### src/rtl/tis_pkg.sv
package tis_pkg;

    parameter int unsigned NUM_THREADS = 3;

    typedef enum logic {
        SCHED_INTERLEAVE = 1'b0,
        SCHED_DYNAMIC    = 1'b1
    } sched_mode_e;

    function automatic int unsigned wrap_inc(input int unsigned cur, input int unsigned n);
        return (cur + 1 >= n) ? 0 : cur + 1;
    endfunction

endpackage

### src/rtl/thread_park_tracker.sv
module thread_park_tracker #(
    parameter int unsigned N = tis_pkg::NUM_THREADS
) (
    input  logic         clk,
    input  logic         rst,
    input  logic [N-1:0] miss_evt,
    input  logic [N-1:0] wfi_evt,
    input  logic [N-1:0] miss_clr,
    input  logic [N-1:0] wake_clr,
    output logic [N-1:0] park_q,
    output logic [N-1:0] park_nxt
);

    logic [N-1:0] miss_q;
    logic [N-1:0] wfi_q;
    logic [N-1:0] miss_d;
    logic [N-1:0] wfi_d;

    for (genvar g = 0; g < N; g++) begin : g_thr
        // the set has priority over a clear that arrives in the same cycle
        assign miss_d[g] = miss_evt[g] | (miss_q[g] & ~miss_clr[g]);
        assign wfi_d[g]  = wfi_evt[g]  | (wfi_q[g]  & ~wake_clr[g]);

        always_ff @(posedge clk) begin
            if (rst) begin
                miss_q[g] <= 1'b0;
                wfi_q[g]  <= 1'b0;
            end else begin
                miss_q[g] <= miss_d[g];
                wfi_q[g]  <= wfi_d[g];
            end
        end

        assign park_q[g]   = miss_q[g] | wfi_q[g];
        assign park_nxt[g] = miss_d[g] | wfi_d[g];


        miss_sticky_chk: assert property (@(posedge clk) disable iff (rst)
            (miss_evt[g] || (park_q[g] && !miss_clr[g] && !wake_clr[g])) |=> park_q[g]);


        wfi_hold_chk: assert property (@(posedge clk) disable iff (rst)
            (wfi_evt[g] || (wfi_q[g] && !wake_clr[g])) |=> park_q[g]);
    end

endmodule

### src/rtl/thread_rr_pick.sv
module thread_rr_pick #(
    parameter int unsigned N  = tis_pkg::NUM_THREADS,
    parameter int unsigned TW = (N > 1) ? $clog2(N) : 1
) (
    input  logic [N-1:0]  elig,
    input  logic [TW-1:0] base,
    output logic          found,
    output logic [TW-1:0] pick
);

    // scan offsets from the far end so the nearest one after base wins
    always_comb begin
        found = 1'b0;
        pick  = base;
        for (int k = N - 1; k >= 1; k--) begin
            int idx;
            idx = (int'(base) + k) % int'(N);
            if (elig[idx]) begin
                found = 1'b1;
                pick  = TW'(idx);
            end
        end
    end

endmodule

### src/rtl/thread_issue_sched.sv
module thread_issue_sched #(
    parameter int unsigned NUM_THR = tis_pkg::NUM_THREADS,
    localparam int unsigned TW     = (NUM_THR > 1) ? $clog2(NUM_THR) : 1
) (
    input  logic               clk,
    input  logic               rst,
    input  logic               mode_dyn,
    input  logic [NUM_THR-1:0] thr_ready,
    input  logic [NUM_THR-1:0] miss_evt,
    input  logic [NUM_THR-1:0] wfi_evt,
    input  logic [NUM_THR-1:0] yield_evt,
    input  logic [NUM_THR-1:0] miss_clr,
    input  logic [NUM_THR-1:0] wake_clr,
    output logic [TW-1:0]      sel_tid,
    output logic               issue_vld
);
    import tis_pkg::*;

    typedef struct packed {
        logic [TW-1:0] tid;
        logic          vld;
    } issue_slot_t;

    issue_slot_t        slot_q;
    issue_slot_t        slot_d;
    sched_mode_e        mode;
    logic [NUM_THR-1:0] park_q;
    logic [NUM_THR-1:0] park_nxt;
    logic [NUM_THR-1:0] elig;
    logic [TW-1:0]      il_tid;
    logic               pick_found;
    logic [TW-1:0]      pick_tid;
    logic               keep_cur;

    assign mode = sched_mode_e'(mode_dyn);

    thread_park_tracker #(.N(NUM_THR)) u_park (
        .clk      (clk),
        .rst      (rst),
        .miss_evt (miss_evt),
        .wfi_evt  (wfi_evt),
        .miss_clr (miss_clr),
        .wake_clr (wake_clr),
        .park_q   (park_q),
        .park_nxt (park_nxt)
    );

    assign elig = thr_ready & ~park_nxt;

    thread_rr_pick #(.N(NUM_THR), .TW(TW)) u_pick (
        .elig  (elig),
        .base  (slot_q.tid),
        .found (pick_found),
        .pick  (pick_tid)
    );

    assign il_tid   = TW'(wrap_inc(32'(slot_q.tid), NUM_THR));
    assign keep_cur = elig[slot_q.tid] & ~yield_evt[slot_q.tid];

    always_comb begin
        slot_d = slot_q;
        unique case (mode)
            SCHED_INTERLEAVE: begin
                slot_d.tid = il_tid;
                slot_d.vld = elig[il_tid];
            end
            SCHED_DYNAMIC: begin
                if (keep_cur) begin
                    slot_d.vld = 1'b1;
                end else if (pick_found) begin
                    slot_d.tid = pick_tid;
                    slot_d.vld = 1'b1;
                end else begin
                    slot_d.vld = elig[slot_q.tid];
                end
            end
            default: slot_d = slot_q;
        endcase
    end

    always_ff @(posedge clk) begin
        if (rst) begin
            slot_q <= '{tid: '0, vld: 1'b0};
        end else begin
            slot_q <= slot_d;
        end
    end

    assign sel_tid   = slot_q.tid;
    assign issue_vld = slot_q.vld;


    reset_state_chk: assert property (@(posedge clk)
        rst |=> (sel_tid == '0 && !issue_vld && park_q == '0));


    il_rotate_chk: assert property (@(posedge clk) disable iff (rst)
        !mode_dyn |=> sel_tid == TW'(wrap_inc(32'($past(sel_tid)), NUM_THR)));


    no_parked_issue_chk: assert property (@(posedge clk) disable iff (rst)
        issue_vld |-> !park_q[sel_tid]);


    dyn_hold_chk: assert property (@(posedge clk) disable iff (rst)
        (mode_dyn && thr_ready[sel_tid] && !park_nxt[sel_tid] && !yield_evt[sel_tid])
        |=> (issue_vld && $stable(sel_tid)));


    dyn_yield_switch_chk: assert property (@(posedge clk) disable iff (rst)
        (mode_dyn && yield_evt[sel_tid] && pick_found) |=> (issue_vld && sel_tid != $past(sel_tid)));


    idle_chk: assert property (@(posedge clk) disable iff (rst)
        (elig == '0) |=> !issue_vld);

endmodule

### config.mk
export PLATFORM = sky130hd
export DESIGN_NAME = thread_issue_sched
export DESIGN_NICKNAME = d
export VERILOG_FILES = /design/src/rtl/tis_pkg.sv /design/src/rtl/thread_park_tracker.sv /design/src/rtl/thread_rr_pick.sv /design/src/rtl/thread_issue_sched.sv
export SDC_FILE = /design/constraint.sdc
export NUM_CORES = 1
export LEC_CHECK = 0
export ABC_AREA = 1
export CORE_MARGIN = 2
export CORE_UTILIZATION = 43
export DETAILED_ROUTE_END_ITERATION = 16
export GPL_ROUTABILITY_DRIVEN = 0
export PLACE_DENSITY = 0.77
export SLEW_MARGIN = 15
export SYNTH_ARGS = -nofsm -noshare
export SYNTH_HDL_FRONTEND = slang
export SYNTH_SLANG_ARGS = --single-unit
### constraint.sdc
create_clock -name clk -period 2.3 [get_ports clk]
set_clock_uncertainty 0.05 [all_clocks]
set_input_delay 0.46 -clock clk [delete_from_list [all_inputs] [get_ports clk]]
set_output_delay 0.46 -clock clk [all_outputs]
set_load 0.02 [all_outputs]
==> impl_metrics.yaml <==
status:
  outcome: "finished, final reports clean"
clock_network:
  cts_setup_buffers: 0
  clockBufferDepth: 2
  tritoncts: "done"
  cts_buffers: 3
  clk_latency_ps: 260
  cts.sinks: 9
  clk_transition_reported_paths_ps: 60
  root_buffer: "clkbuf_4"
  cts_hold_buf: 0
  cts_htree_levels: 1
  cts.repair.resized: 0
critical_path:
  slowest_delay_ps: 470
  crit_path_cell_trace: "inv_2 > ha_1 > inv_2 > nand2_2 > nand2_1 > a21oi_1 > nand3_2 > nand2_1 > nand2_1 > nand2_1 > nor2_2"
  regToRegSetupSlack_ps: 390
  worstSetupPathType: "reg2reg"
  r2r-end: "sel_tid[0]$_SDFFE_PP0P_"
  cp_top_family: "simple AND/OR/NAND/NOR gates"
  endpoint: "sel_tid[0]$_SDFFE_PP0P_"
  reg2reg_depth: 11
  critPathMostFrequentCell: "nand2_1"
  slowest_stage: "dfxtp_1"
  required_ps: 2410
  cp.arrival_ps: 2010
  worst_setup_path_end_kind: "register"
  startpoint: "sel_tid[0]$_SDFFE_PP0P_"
  cp-start-kind: "register"
  cp_max_fo: 7
  worst-path-buf-inv: 2
  path_depth: 11
  r2r_start: "sel_tid[0]$_SDFFE_PP0P_"
synthesis:
  synth_cell_types: 20
  synth_area_per_cell_um2: 6.539
  synth_nets: 131
  yosysSeqAreaShare: 0.2599
  synthTopCellsByArea: "dfxtp_1, nand2_1, nand3_2, inv_1, ha_1"
  synth_top_area_frac: 0.2599
  synthCells: 106
  ys_warn_count: 0
  ys_seq_elements: 9
  syn_area_um2: 693.2
  synth.largest_area_cell: "dfxtp_1"
drt:
  drc: 0
  vias: 719
  avgViaCountPerCell: 4.891
  drtAntennaViolNets: 0
  wl_per_cell_um: 10.82
  first_pass_iters: 4
  wl_um: 1590
  drtIter0Drc: 8
placement:
  port_buffers: 23
  place_inst: 143
  dp_hpwl_um: 1367
run:
  maxCapViolations: 0
sta:
  period_minus_slack_ps: 1905
  fmax_ghz: 0.5249
  fin_crit_sh: 0.8284
  report.final.slew_viol_count: 0
  rsz0062_at_grt: "no"
  finalHoldViolations: 0
  fin_hold_ws_ps: 437.1
  setup-tns-final_ps: 0
  worst_slew_pin_slew_ps: 342.3
  setup_violations: 0
  relSlewSlack: 0.7711
global_route:
  grt_pass1_vias: 729
  grt_pass1_wl_um: 2587
  antenna_found_initial: 0
  grt_max_degree: 9
  grt-ovfl-total: 0
  grt.total_usage: 0.1801
finish:
  num_antenna_cells: 0
  fin_cells: 147
  multiInputGateArea_um2: 429.2
  area_growth_syn_to_layout_pct: 38.63
  layout-drive-gt1-share: 0.1985
  nets: 157
  register_area_um2: 180.2
  num-fill-cells: 145
  fin_util: 0.6379
die:
  start_util: 0.4601
  pin_count: 24
  die_w_um: 44.15
  rows: 14
  fp.dieArea_um2: 1949
  core_area_um2: 1506
  die_h_um: 44.15
pwr:
  switchingPower_mw: 0.3860
  p_int_mw: 0.4653
  swShare: 0.4534
  clkPwrFrac: 0.142
  leakagePower_nw: 0.4520
  combPwrFrac: 0.601
  worst_ir_drop_vdd_mv: 0.6501
  seq_power_share: 0.257
  p_per_area_nw_per_um2: 886.0
hold_path:
  hp-class: "reg2reg"
## cell usage after synthesis
cell / count
clkbuf_2: 1
inv_2: 6
nor2_4: 1
nor2_1: 12
nand3_2: 7
o21ai_0: 3
inv_1: 14
a31oi_1: 1
a21oi_1: 7
nor2_2: 4
nand3_1: 6
nand2_1: 22
nand3b_1: 1
o21a_1: 1
a21oi_2: 3
dfxtp_1: 9
o21ai_1: 1
ha_1: 4
nand2_2: 2
clkbuf_1: 1
## final cells by class
cell class	instances	area share
Clock buffer	4	0.02734
Inverter	20	0.07812
Multi-Input combinational cell	75	0.4466
Sequential cell	9	0.1875
Tap cell	16	0.02083
Timing Repair Buffer	23	0.2396
## worst min-delay path, cell delays in order (launching register included)
cell     delay (ps)
dfxtp_1         320
a21oi_1          60
nor2_1           70
## metal layers
metal  wire (um)  vias up  track usage
met1         648      310       0.1787
met4          24        0      0.06061
met2         827       22       0.3353
met5           0        -            0
li1            -      381            -
met3          90        6      0.07347
## flip-flops by register name, summed over array words and instances, names as in the netlist
register / cells
issue_vld: 1
sel_tid: 2
u_park.miss_q: 3
u_park.wfi_q: 3
## logic make-up (layout without fill, tap and decap cells)
| kind of cell | count (synthesis) | count (layout) | synth area share |
|---|---|---|---|
| buffers and inverters | 22 | 47 | 0.1209 |
| adder cells (fa/ha/maj) | 4 | 4 | 0.07221 |
| AND/OR/NAND/NOR | 55 | 55 | 0.4097 |
| flip-flops | 9 | 9 | 0.2599 |
| AO/OA/AOI/OAI | 16 | 16 | 0.1372 |
## power by group through the flow
stage,combinational [mW],clock [mW],sequential [mW]
floorplan,0.333,0,0.244
global placement,0.494,0,0.223
detailed placement,0.512,0,0.223
CTS,0.514,0.125,0.219
global route,0.563,0.133,0.225
finish,0.511,0.121,0.219
## through the flow
step                      cell area [um2]  power, mW  setup slack [ps]
after CTS                           960.9     0.8584             390.0
after global routing                960.9     0.9202             200.8
after global placement              934.6     0.7169             301.1
final                               960.9     0.8514             394.7
after detailed placement            934.6     0.7344             277.1
after floorplan                     693.2     0.5769             477.0
## placed cells by master, fill, tap and decap left out
cell	count
a21oi_1	7
a21oi_2	3
a31oi_1	1
clkbuf_1	1
clkbuf_4	3
clkdlybuf4s50_1	23
dfxtp_1	9
ha_1	4
inv_1	14
inv_2	6
nand2_1	22
nand2_2	2
nand3_1	6
nand3_2	7
nand3b_1	1
nor2_1	12
nor2_2	4
nor2_4	1
o21a_1	1
o21ai_0	3
o21ai_1	1
## worst min-delay path by stage
| stage | from | end | cells after the start |
|---|---|---|---|
| CTS | u_park.miss_q[0]$_SDFF_PP0_ | u_park.miss_q[0]$_SDFF_PP0_ | 2 |
| detailed placement | u_park.miss_q[0]$_SDFF_PP0_ | u_park.miss_q[0]$_SDFF_PP0_ | 2 |
| floorplan | u_park.miss_q[0]$_SDFF_PP0_ | u_park.miss_q[0]$_SDFF_PP0_ | 2 |
| global placement | u_park.miss_q[0]$_SDFF_PP0_ | u_park.miss_q[0]$_SDFF_PP0_ | 2 |
| finish | u_park.miss_q[0]$_SDFF_PP0_ | u_park.miss_q[0]$_SDFF_PP0_ | 2 |
| global route | u_park.miss_q[2]$_SDFF_PP0_ | u_park.miss_q[2]$_SDFF_PP0_ | 2 |
No activity file was read; power rests on OpenSTA's default activity.
